$ cat src/rtl/psfb_pkg.sv
package psfb_pkg;

  // Selects whether a time base accepts a phase reload.
  typedef enum logic {
    TB_MASTER = 1'b0,
    TB_SLAVE  = 1'b1
  } tb_role_e;

  // Number of bridge legs handled by the generator.
  localparam int NUM_LEGS = 2;

endpackage

$ cat src/rtl/psfb_timebase.sv
module psfb_timebase #(
  parameter int                 CNT_W = 16,
  parameter psfb_pkg::tb_role_e ROLE  = psfb_pkg::TB_MASTER
) (
  input  logic             clk,
  input  logic             rst,
  input  logic [CNT_W-1:0] prd,
  input  logic             load_en,
  input  logic [CNT_W-1:0] load_val,
  output logic             zero_o,
  output logic             wave_o
);

  logic [CNT_W-1:0] cnt_q;
  logic [CNT_W-1:0] last_cnt;
  logic [CNT_W-1:0] half_cnt;
  logic             do_load;

  assign last_cnt = prd - 1'b1;
  assign half_cnt = prd >> 1;
  assign do_load  = (ROLE == psfb_pkg::TB_SLAVE) && load_en;
  assign zero_o   = (cnt_q == '0);

  // Up counter: a phase reload wins, otherwise wrap at the last count.
  always_ff @(posedge clk) begin
    if (rst) begin
      cnt_q <= '0;
    end else if (do_load) begin
      cnt_q <= load_val;
    end else if (cnt_q >= last_cnt) begin
      cnt_q <= '0;
    end else begin
      cnt_q <= cnt_q + 1'b1;
    end
  end

  // Square wave: set at zero, clear at half period.
  always_ff @(posedge clk) begin
    if (rst) begin
      wave_o <= 1'b0;
    end else if (cnt_q == '0) begin
      wave_o <= 1'b1;
    end else if (cnt_q == half_cnt) begin
      wave_o <= 1'b0;
    end
  end

  generate
    if (ROLE == psfb_pkg::TB_MASTER) begin : g_master_chk
      // apart from the wrap to zero, the master only ever steps by one
      assert_master_step_R2: assert property (@(posedge clk) disable iff (rst)
        (cnt_q != '0) |-> (cnt_q == $past(cnt_q) + 1'b1));
    end else begin : g_slave_chk
      // a reload request lands the phase value in the counter
      assert_slave_load_R4: assert property (@(posedge clk) disable iff (rst)
        load_en |=> (cnt_q == $past(load_val)));
    end
  endgenerate

endmodule

$ cat src/rtl/psfb_deadband.sv
module psfb_deadband #(
  parameter int DB_W = 8
) (
  input  logic            clk,
  input  logic            rst,
  input  logic            wave,
  input  logic            en,
  input  logic [DB_W-1:0] dly,
  output logic            a_o,
  output logic            b_o
);

  localparam logic [DB_W-1:0] RUN_MAX = '1;

  logic            wave_last_q;
  logic [DB_W-1:0] run_q;
  logic [DB_W-1:0] run_nx;
  logic            settled;

  // run_nx counts how many earlier cycles the wave has held its present level.
  always_comb begin
    if (wave != wave_last_q) begin
      run_nx = '0;
    end else if (run_q == RUN_MAX) begin
      run_nx = run_q;
    end else begin
      run_nx = run_q + 1'b1;
    end
  end

  assign settled = (run_nx >= dly);

  always_ff @(posedge clk) begin
    if (rst) begin
      wave_last_q <= 1'b0;
      run_q       <= '0;
      a_o         <= 1'b0;
      b_o         <= 1'b0;
    end else begin
      wave_last_q <= wave;
      run_q       <= run_nx;
      a_o         <= en &  wave & settled;
      b_o         <= en & ~wave & settled;
    end
  end

  // the complementary pair never conducts together
  assert_pair_exclusive_R6: assert property (@(posedge clk) disable iff (rst)
    !(a_o && b_o));

  // a gate only turns on after the wave has been steady for the delay
  assert_rise_after_delay_R6: assert property (@(posedge clk) disable iff (rst)
    $rose(a_o) |-> ($past(wave) && ($past(run_nx) >= $past(dly))));

endmodule

$ cat src/rtl/psfb_trip_ctl.sv
module psfb_trip_ctl (
  input  logic clk,
  input  logic rst,
  input  logic trip_i,
  input  logic clr_i,
  input  logic zero_i,
  output logic en_o
);

  logic trip_q;
  logic arm_q;

  // Trip latch: the fault has priority over the clear strobe.
  always_ff @(posedge clk) begin
    if (rst) begin
      trip_q <= 1'b0;
    end else if (trip_i) begin
      trip_q <= 1'b1;
    end else if (clr_i) begin
      trip_q <= 1'b0;
    end
  end

  // Run permission is granted again only at a master zero.
  always_ff @(posedge clk) begin
    if (rst) begin
      arm_q <= 1'b0;
    end else if (trip_i || trip_q) begin
      arm_q <= 1'b0;
    end else if (zero_i) begin
      arm_q <= 1'b1;
    end
  end

  assign en_o = arm_q & ~trip_q & ~trip_i;

  // the latch is released only by a clear seen with the fault low
  assert_clear_guard_R10: assert property (@(posedge clk) disable iff (rst)
    $fell(trip_q) |-> ($past(clr_i) && !$past(trip_i)));

  // switching resumes only on a period boundary
  assert_rearm_at_zero_R10: assert property (@(posedge clk) disable iff (rst)
    $rose(arm_q) |-> $past(zero_i));

endmodule

$ cat src/rtl/psfb_pwm_gen.sv
module psfb_pwm_gen #(
  parameter int CNT_W  = 16,
  parameter int DB_W   = 8,
  parameter int FINT_W = 8,
  parameter int FRAC_W = 24
) (
  input  logic                     clk,
  input  logic                     rst,
  input  logic [CNT_W-1:0]         prd_i,
  input  logic [FINT_W+FRAC_W-1:0] phase_i,
  input  logic [DB_W-1:0]          db_left_i,
  input  logic [DB_W-1:0]          db_right_i,
  input  logic                     trip_i,
  input  logic                     trip_clr_i,
  output logic                     left_a_o,
  output logic                     left_b_o,
  output logic                     right_a_o,
  output logic                     right_b_o,
  output logic                     sync_o,
  output logic                     adc_soc_o,
  output logic                     irq_o
);

  localparam int PH_W   = FINT_W + FRAC_W;
  localparam int PROD_W = CNT_W + PH_W;
  localparam int LEGS   = psfb_pkg::NUM_LEGS;

  // Values that are active for the present period
  logic [CNT_W-1:0] act_prd;
  logic [PH_W-1:0]  act_ph;
  logic [DB_W-1:0]  act_db [LEGS];

  logic [LEGS-1:0]  leg_zero;
  logic [LEGS-1:0]  leg_wave;
  logic [LEGS-1:0]  leg_a;
  logic [LEGS-1:0]  leg_b;
  logic             mst_zero;
  logic             gate_en;
  logic             sync_q;

  logic [PROD_W-1:0] phase_prod;
  logic [PROD_W-1:0] full_turn;
  logic              over_turn;
  logic [CNT_W-1:0]  phase_cnt;

  assign mst_zero = leg_zero[0];

  // Inputs are sampled only at the master zero point.
  always_ff @(posedge clk) begin
    if (rst) begin
      act_prd   <= '1;
      act_ph    <= '0;
      act_db[0] <= '0;
      act_db[1] <= '0;
    end else if (mst_zero) begin
      act_prd   <= prd_i;
      act_ph    <= phase_i;
      act_db[0] <= db_left_i;
      act_db[1] <= db_right_i;
    end
  end

  // Phase count = integer part of period times fraction, held below the wrap.
  assign phase_prod = PROD_W'(act_prd) * PROD_W'(act_ph);
  assign full_turn  = PROD_W'(act_prd) << FRAC_W;
  assign over_turn  = (phase_prod >= full_turn);
  assign phase_cnt  = over_turn ? (act_prd - 1'b1) : CNT_W'(phase_prod >> FRAC_W);

  // Period strobes, one register each so every output is a flop.
  always_ff @(posedge clk) begin
    if (rst) begin
      sync_q    <= 1'b0;
      adc_soc_o <= 1'b0;
      irq_o     <= 1'b0;
    end else begin
      sync_q    <= mst_zero;
      adc_soc_o <= mst_zero;
      irq_o     <= mst_zero;
    end
  end

  assign sync_o = sync_q;

  psfb_trip_ctl u_trip (
    .clk    (clk),
    .rst    (rst),
    .trip_i (trip_i),
    .clr_i  (trip_clr_i),
    .zero_i (mst_zero),
    .en_o   (gate_en)
  );

  // Leg 0 is the master (left), leg 1 the phase-loaded slave (right).
  generate
    for (genvar g = 0; g < LEGS; g++) begin : g_leg
      localparam psfb_pkg::tb_role_e LEG_ROLE =
        (g == 0) ? psfb_pkg::TB_MASTER : psfb_pkg::TB_SLAVE;

      psfb_timebase #(
        .CNT_W (CNT_W),
        .ROLE  (LEG_ROLE)
      ) u_tb (
        .clk      (clk),
        .rst      (rst),
        .prd      (act_prd),
        .load_en  (sync_q),
        .load_val (phase_cnt),
        .zero_o   (leg_zero[g]),
        .wave_o   (leg_wave[g])
      );

      psfb_deadband #(
        .DB_W (DB_W)
      ) u_db (
        .clk  (clk),
        .rst  (rst),
        .wave (leg_wave[g]),
        .en   (gate_en),
        .dly  (act_db[g]),
        .a_o  (leg_a[g]),
        .b_o  (leg_b[g])
      );
    end
  endgenerate

  assign left_a_o  = leg_a[0];
  assign left_b_o  = leg_b[0];
  assign right_a_o = leg_a[1];
  assign right_b_o = leg_b[1];

  // the computed reload value never reaches the wrap point
  assert_phase_range_R5: assert property (@(posedge clk) disable iff (rst)
    (act_prd != '0) |-> (phase_cnt < act_prd));

  // a zero phase command puts the slave at zero just after the sync
  assert_slave_zero_phase_R4: assert property (@(posedge clk) disable iff (rst)
    (sync_q && (phase_cnt == '0)) |=> leg_zero[1]);

  // a fault seen in one cycle blanks every gate in the next
  assert_trip_blanks_R9: assert property (@(posedge clk) disable iff (rst)
    $past(trip_i) |-> !(left_a_o || left_b_o || right_a_o || right_b_o));

  // the period strobe lasts a single cycle
  assert_strobe_single_R11: assert property (@(posedge clk) disable iff (rst)
    sync_o |=> !sync_o);

endmodule

$ cat config.mk
export PLATFORM = sky130hd
export DESIGN_NAME = psfb_pwm_gen
export DESIGN_NICKNAME = d
export VERILOG_FILES = /design/src/rtl/psfb_pkg.sv /design/src/rtl/psfb_timebase.sv /design/src/rtl/psfb_deadband.sv /design/src/rtl/psfb_trip_ctl.sv /design/src/rtl/psfb_pwm_gen.sv
export SDC_FILE = /design/constraint.sdc
export NUM_CORES = 1
export LEC_CHECK = 0
export BUFFER_PORTS_ARGS = -buffer_cell sky130_fd_sc_hd__buf_4
export CAP_MARGIN = 0
export CELL_PAD_IN_SITES_DETAIL_PLACEMENT = 0
export CELL_PAD_IN_SITES_GLOBAL_PLACEMENT = 1
export CORE_MARGIN = 1
export CORE_UTILIZATION = 54
export CTS_CLUSTER_DIAMETER = 50
export DETAILED_ROUTE_END_ITERATION = 6
export PLACE_DENSITY_LB_ADDON = 0.1
export RECOVER_POWER = 25
export SKIP_LAST_GASP = 1
export SYNTH_ARGS = -nofsm -noshare
export SYNTH_HDL_FRONTEND = slang
export SYNTH_SLANG_ARGS = --single-unit
$ cat constraint.sdc
create_clock -name clk -period 25.3 [get_ports clk]
set_input_delay 3.795 -clock clk [delete_from_list [all_inputs] [get_ports clk]]
set_output_delay 3.795 -clock clk [all_outputs]
set_load 0.05 [all_outputs]
==> key figures <==
STA
  • Least-Margin Pin Slew: 3.93 ns
  • Achievable Freq: 97.7 MHz
  • Setup repair after global routing missed its margin: no
  • Final cycle utilization of the critical path: 0.405
  • Shortest period the worst path allows: 10.24 ns
  • Largest clock skew in the final design: 0.00801 ns
  • Count of final setup violators: 0
  • Total negative slack: 0 ns
  • Final Hold Viols: 0
  • Max-slew violation count: 78
  • Relative max-transition margin: -1.62
  • Worst setup margin: 15.06 ns

Cells and area
  • Number of nets in the final layout: 3474
  • Area occupied by registers: 0.00262 mm2
  • Core utilization of the finished layout: 0.583
  • Finished layout cell area: 0.0253 mm2
  • Area of the multi-input gates: 0.0187 mm2
  • Layout Area Growth over Synthesis: 5.88%
  • Layout cell share with drive strength beyond 1: 0.0548
  • Count of fill cells added during filler insertion: 4109

Yosys
  • Register bit total from synthesis: 123
  • FFs w/ async S/R, synth: 0
  • Biggest area contributors in the synthesized netlist: sky130_fd_sc_hd__fa_1 35%, sky130_fd_sc_hd__ha_1 10%, sky130_fd_sc_hd__dfxtp_1 9.0%
  • Post-synth top flop: sky130_fd_sc_hd__dfxtp_1
  • Synthesized instance count: 2837
  • Number of unique standard cell types used by synthesis: 74
  • Combined area of all synthesized cells: 0.0239 mm2
  • Mapped Nets: 3514
  • Number of flops mapped to enable cells by yosys: 16
  • Cell type with the largest total area after synthesis: sky130_fd_sc_hd__fa_1
  • Average size of a mapped cell: 8.42 um2
  • Ys Warns: 0
  • Area share of the leading cell type in the synthesized netlist: 0.350
  • Sequential fraction of the synthesis area: 0.110

CTS
  • H-tree depth reported by CTS: 4
  • CTS tree: built
  • CTS Sinks: 123
  • Buffer type at the clock tree root: sky130_fd_sc_hd__clkbuf_16
  • Number of buffers created by CTS: 17
  • Gates resized, CTS repair: 0
  • Worst skew pair latency: 0.45 ns
  • Count of hold-fix buffers inserted at cts: 0
  • Register clock-pin slew on the reported worst setup and hold paths: 0.06 ns
  • Longest Clk Path Bufs: 2
  • Number of setup buffers added after CTS: 0

Die
  • Placeable core region: 0.0434 mm2
  • Initial core utilization: 0.551
  • Area of the die: 0.0451 mm2
  • Die Height: 212 um
  • Horizontal die dimension: 212 um
  • # IOs: 75
  • Row count: 76

Min path
  • Path type of the worst min-delay path: reg2reg
  • Cell depth of the worst hold path: 1
  • Worst min-delay path endpoint: u_trip.arm_q$_SDFFE_PP0P_
  • Worst hold path startpoint: u_trip.trip_q$_SDFFE_PP0P_

Setup path
  • R2R depth: 31
  • R2r setup slk: 15.06 ns
  • R2r startpoint: act_ph[17]$_SDFFE_PP0P_
  • Arrival time worst endpoint: 10.59 ns
  • Critical path's largest stage delay: 0.90 ns
  • R2r endpoint: g_leg[1].u_tb.cnt_q[0]$_SDFF_PP0_
  • CP startpoint kind: flop
  • Cell type with the highest occurrence count on the critical path: sky130_fd_sc_hd__fa_1
  • CP Launch Point: act_ph[17]$_SDFFE_PP0P_
  • Critical path type: reg2reg
  • Largest fanout of any net on the critical path: 17
  • Worst endpoint required time: 25.66 ns
  • Type of destination of the critical path: flop
  • Max stage delay cell, worst path: sky130_fd_sc_hd__dfxtp_1

GRT
  • Initial antenna violation count: 2
  • Vias in the first global route: 20000
  • Largest net degree at the start of global routing: 78
  • All-layer global routing usage: 0.326
  • Global route total overflow: 0
  • Global-route wire length before repair: 111000 um

Status
  • Outcome: finished, violations left
  • Failing checks: capacitance limit, slew limit

Place
  • Total of buffers placed on input and output ports: 74
  • Placement-stage cell area: 0.0247 mm2
  • Half-perimeter wire length of the detailed placement result: 52600 um
  • Place WS: 15.23 ns
  • Placer's final routability congestion estimate: 0.924

Drt
  • First-pass iteration count of the detailed router: 6
  • WL/cell: 20.2 um
  • Count of unresolved DRC violations after routing: 0
  • Post-detailed-route count of antenna-violating nets: 0
  • Detailed-route wire length: 68700 um
  • Total via count after detailed routing: 19100
  • Avg Vias per Cell: 5.63
  • Number of violations reported at the end of detailed-routing iteration 0: 1320

Run
  • # Max-Cap Violations: 1
[flip-flops by register name, indices dropped and copies added (netlist names), 2 cells and up]
name / cells
g_leg.u_db.b_o: 2
act_ph: 32
g_leg.u_tb.wave_o: 2
act_prd: 16
g_leg.u_db.a_o: 2
g_leg.u_db.wave_last_q: 2
act_db: 16
g_leg.u_tb.cnt_q: 32
g_leg.u_db.run_q: 16
[area by class of cell]
cell class | instances | share of cell area
Timing Repair Buffer | 100 | 0.0295
Antenna cell | 1 | 0.0000989
Clock buffer | 18 | 0.0174
Sequential cell | 123 | 0.104
Multi-Input combinational cell | 2037 | 0.739
Tap cell | 585 | 0.0289
Clock inverter | 14 | 0.00485
Inverter | 518 | 0.0769
[critical path: cells and delay by family, from the launching register on]
| family | cells | cell delay, ns |
|---|---|---|
| buf+inv | 3 | 0.15 |
| flops | 1 | 0.90 |
| xor+xnor | 1 | 0.40 |
| compound gates | 9 | 2.84 |
| fa+ha+maj | 8 | 3.91 |
| simple gates | 8 | 1.39 |
| mux | 2 | 0.53 |
[cell usage in the layout, fill, tap and decap left out, types with 5 or more instances in the layout]
cell type                   instances
sky130_fd_sc_hd__inv_1            518
sky130_fd_sc_hd__nand2_1          502
sky130_fd_sc_hd__fa_1             418
sky130_fd_sc_hd__and2_1           201
sky130_fd_sc_hd__ha_1             191
sky130_fd_sc_hd__dfxtp_1          107
sky130_fd_sc_hd__a21oi_1          102
sky130_fd_sc_hd__buf_4             99
sky130_fd_sc_hd__nor2_1            74
sky130_fd_sc_hd__xor2_1            57
sky130_fd_sc_hd__xnor2_1           56
sky130_fd_sc_hd__o21ai_0           48
sky130_fd_sc_hd__nand3_1           37
sky130_fd_sc_hd__nand4_1           36
sky130_fd_sc_hd__a21o_1            29
sky130_fd_sc_hd__nor3_1            28
sky130_fd_sc_hd__nor4_1            25
sky130_fd_sc_hd__and3_1            22
sky130_fd_sc_hd__nand2b_1          22
sky130_fd_sc_hd__o22ai_1           18
sky130_fd_sc_hd__nand3b_1          18
sky130_fd_sc_hd__clkbuf_16         17
sky130_fd_sc_hd__edfxtp_1          16
sky130_fd_sc_hd__mux2i_1           14
sky130_fd_sc_hd__nor2b_1           12
sky130_fd_sc_hd__a31oi_1            9
sky130_fd_sc_hd__o21a_1             8
sky130_fd_sc_hd__and4_1             8
sky130_fd_sc_hd__o211ai_1           7
sky130_fd_sc_hd__or3_1              6
sky130_fd_sc_hd__nor3b_1            6
sky130_fd_sc_hd__a221oi_1           6
sky130_fd_sc_hd__o31ai_1            5
sky130_fd_sc_hd__a31o_2             5
[worst max-delay path by stage]
stage	end	slack (ns)	depth (start not counted)
floorplan	g_leg[1].u_tb.cnt_q[11]$_SDFF_PP0_	16.74	36
global placement	g_leg[1].u_tb.cnt_q[0]$_SDFF_PP0_	15.32	31
detailed placement	g_leg[1].u_tb.cnt_q[0]$_SDFF_PP0_	15.23	31
CTS	g_leg[1].u_tb.cnt_q[0]$_SDFF_PP0_	15.18	31
global route	g_leg[1].u_tb.cnt_q[0]$_SDFF_PP0_	14.47	32
finish	g_leg[1].u_tb.cnt_q[0]$_SDFF_PP0_	15.06	31
[cells in the mapped netlist, types with 12 or more instances]
library cell,number
sky130_fd_sc_hd__a21o_1,29
sky130_fd_sc_hd__a21oi_1,102
sky130_fd_sc_hd__and2_1,201
sky130_fd_sc_hd__and3_1,22
sky130_fd_sc_hd__buf_1,25
sky130_fd_sc_hd__clkbuf_1,123
sky130_fd_sc_hd__dfxtp_1,107
sky130_fd_sc_hd__edfxtp_1,16
sky130_fd_sc_hd__fa_1,418
sky130_fd_sc_hd__ha_1,191
sky130_fd_sc_hd__inv_1,518
sky130_fd_sc_hd__mux2i_1,14
sky130_fd_sc_hd__nand2_1,502
sky130_fd_sc_hd__nand2b_1,22
sky130_fd_sc_hd__nand3_1,37
sky130_fd_sc_hd__nand3b_1,18
sky130_fd_sc_hd__nand4_1,36
sky130_fd_sc_hd__nor2_1,74
sky130_fd_sc_hd__nor2b_1,12
sky130_fd_sc_hd__nor3_1,28
sky130_fd_sc_hd__nor4_1,25
sky130_fd_sc_hd__o21ai_0,48
sky130_fd_sc_hd__o22ai_1,18
sky130_fd_sc_hd__xnor2_1,56
sky130_fd_sc_hd__xor2_1,57
[kinds of logic after synthesis]
kind of cell	Yosys count	synth area share
AND/OR/NAND/NOR	1013	0.206
buffers and inverters	677	0.108
adder cells (fa/ha/maj)	609	0.450
AO/OA/AOI/OAI	287	0.0780
flip-flops	123	0.110
XOR/XNOR	113	0.0414
multiplexers	15	0.00634
[per-layer routing]
metal	global-route usage	vias to the layer above	wire length [um]
met5	0	-	0
met4	0.104	0	2160
met3	0.0428	137	4190
met2	0.546	632	32800
met1	0.437	9635	29500
li1	-	8706	-
[per-stage QoR]
step,cells,hold slack [ns]
final,3396,0.465
after floorplan,2837,0.422
after global placement,3363,0.431
after global routing,3396,0.484
after CTS,3395,0.454
after detailed placement,3363,0.444
Power is not shown: default switching activity piles up to over one toggle a cycle in this logic, so the estimate is an artifact.
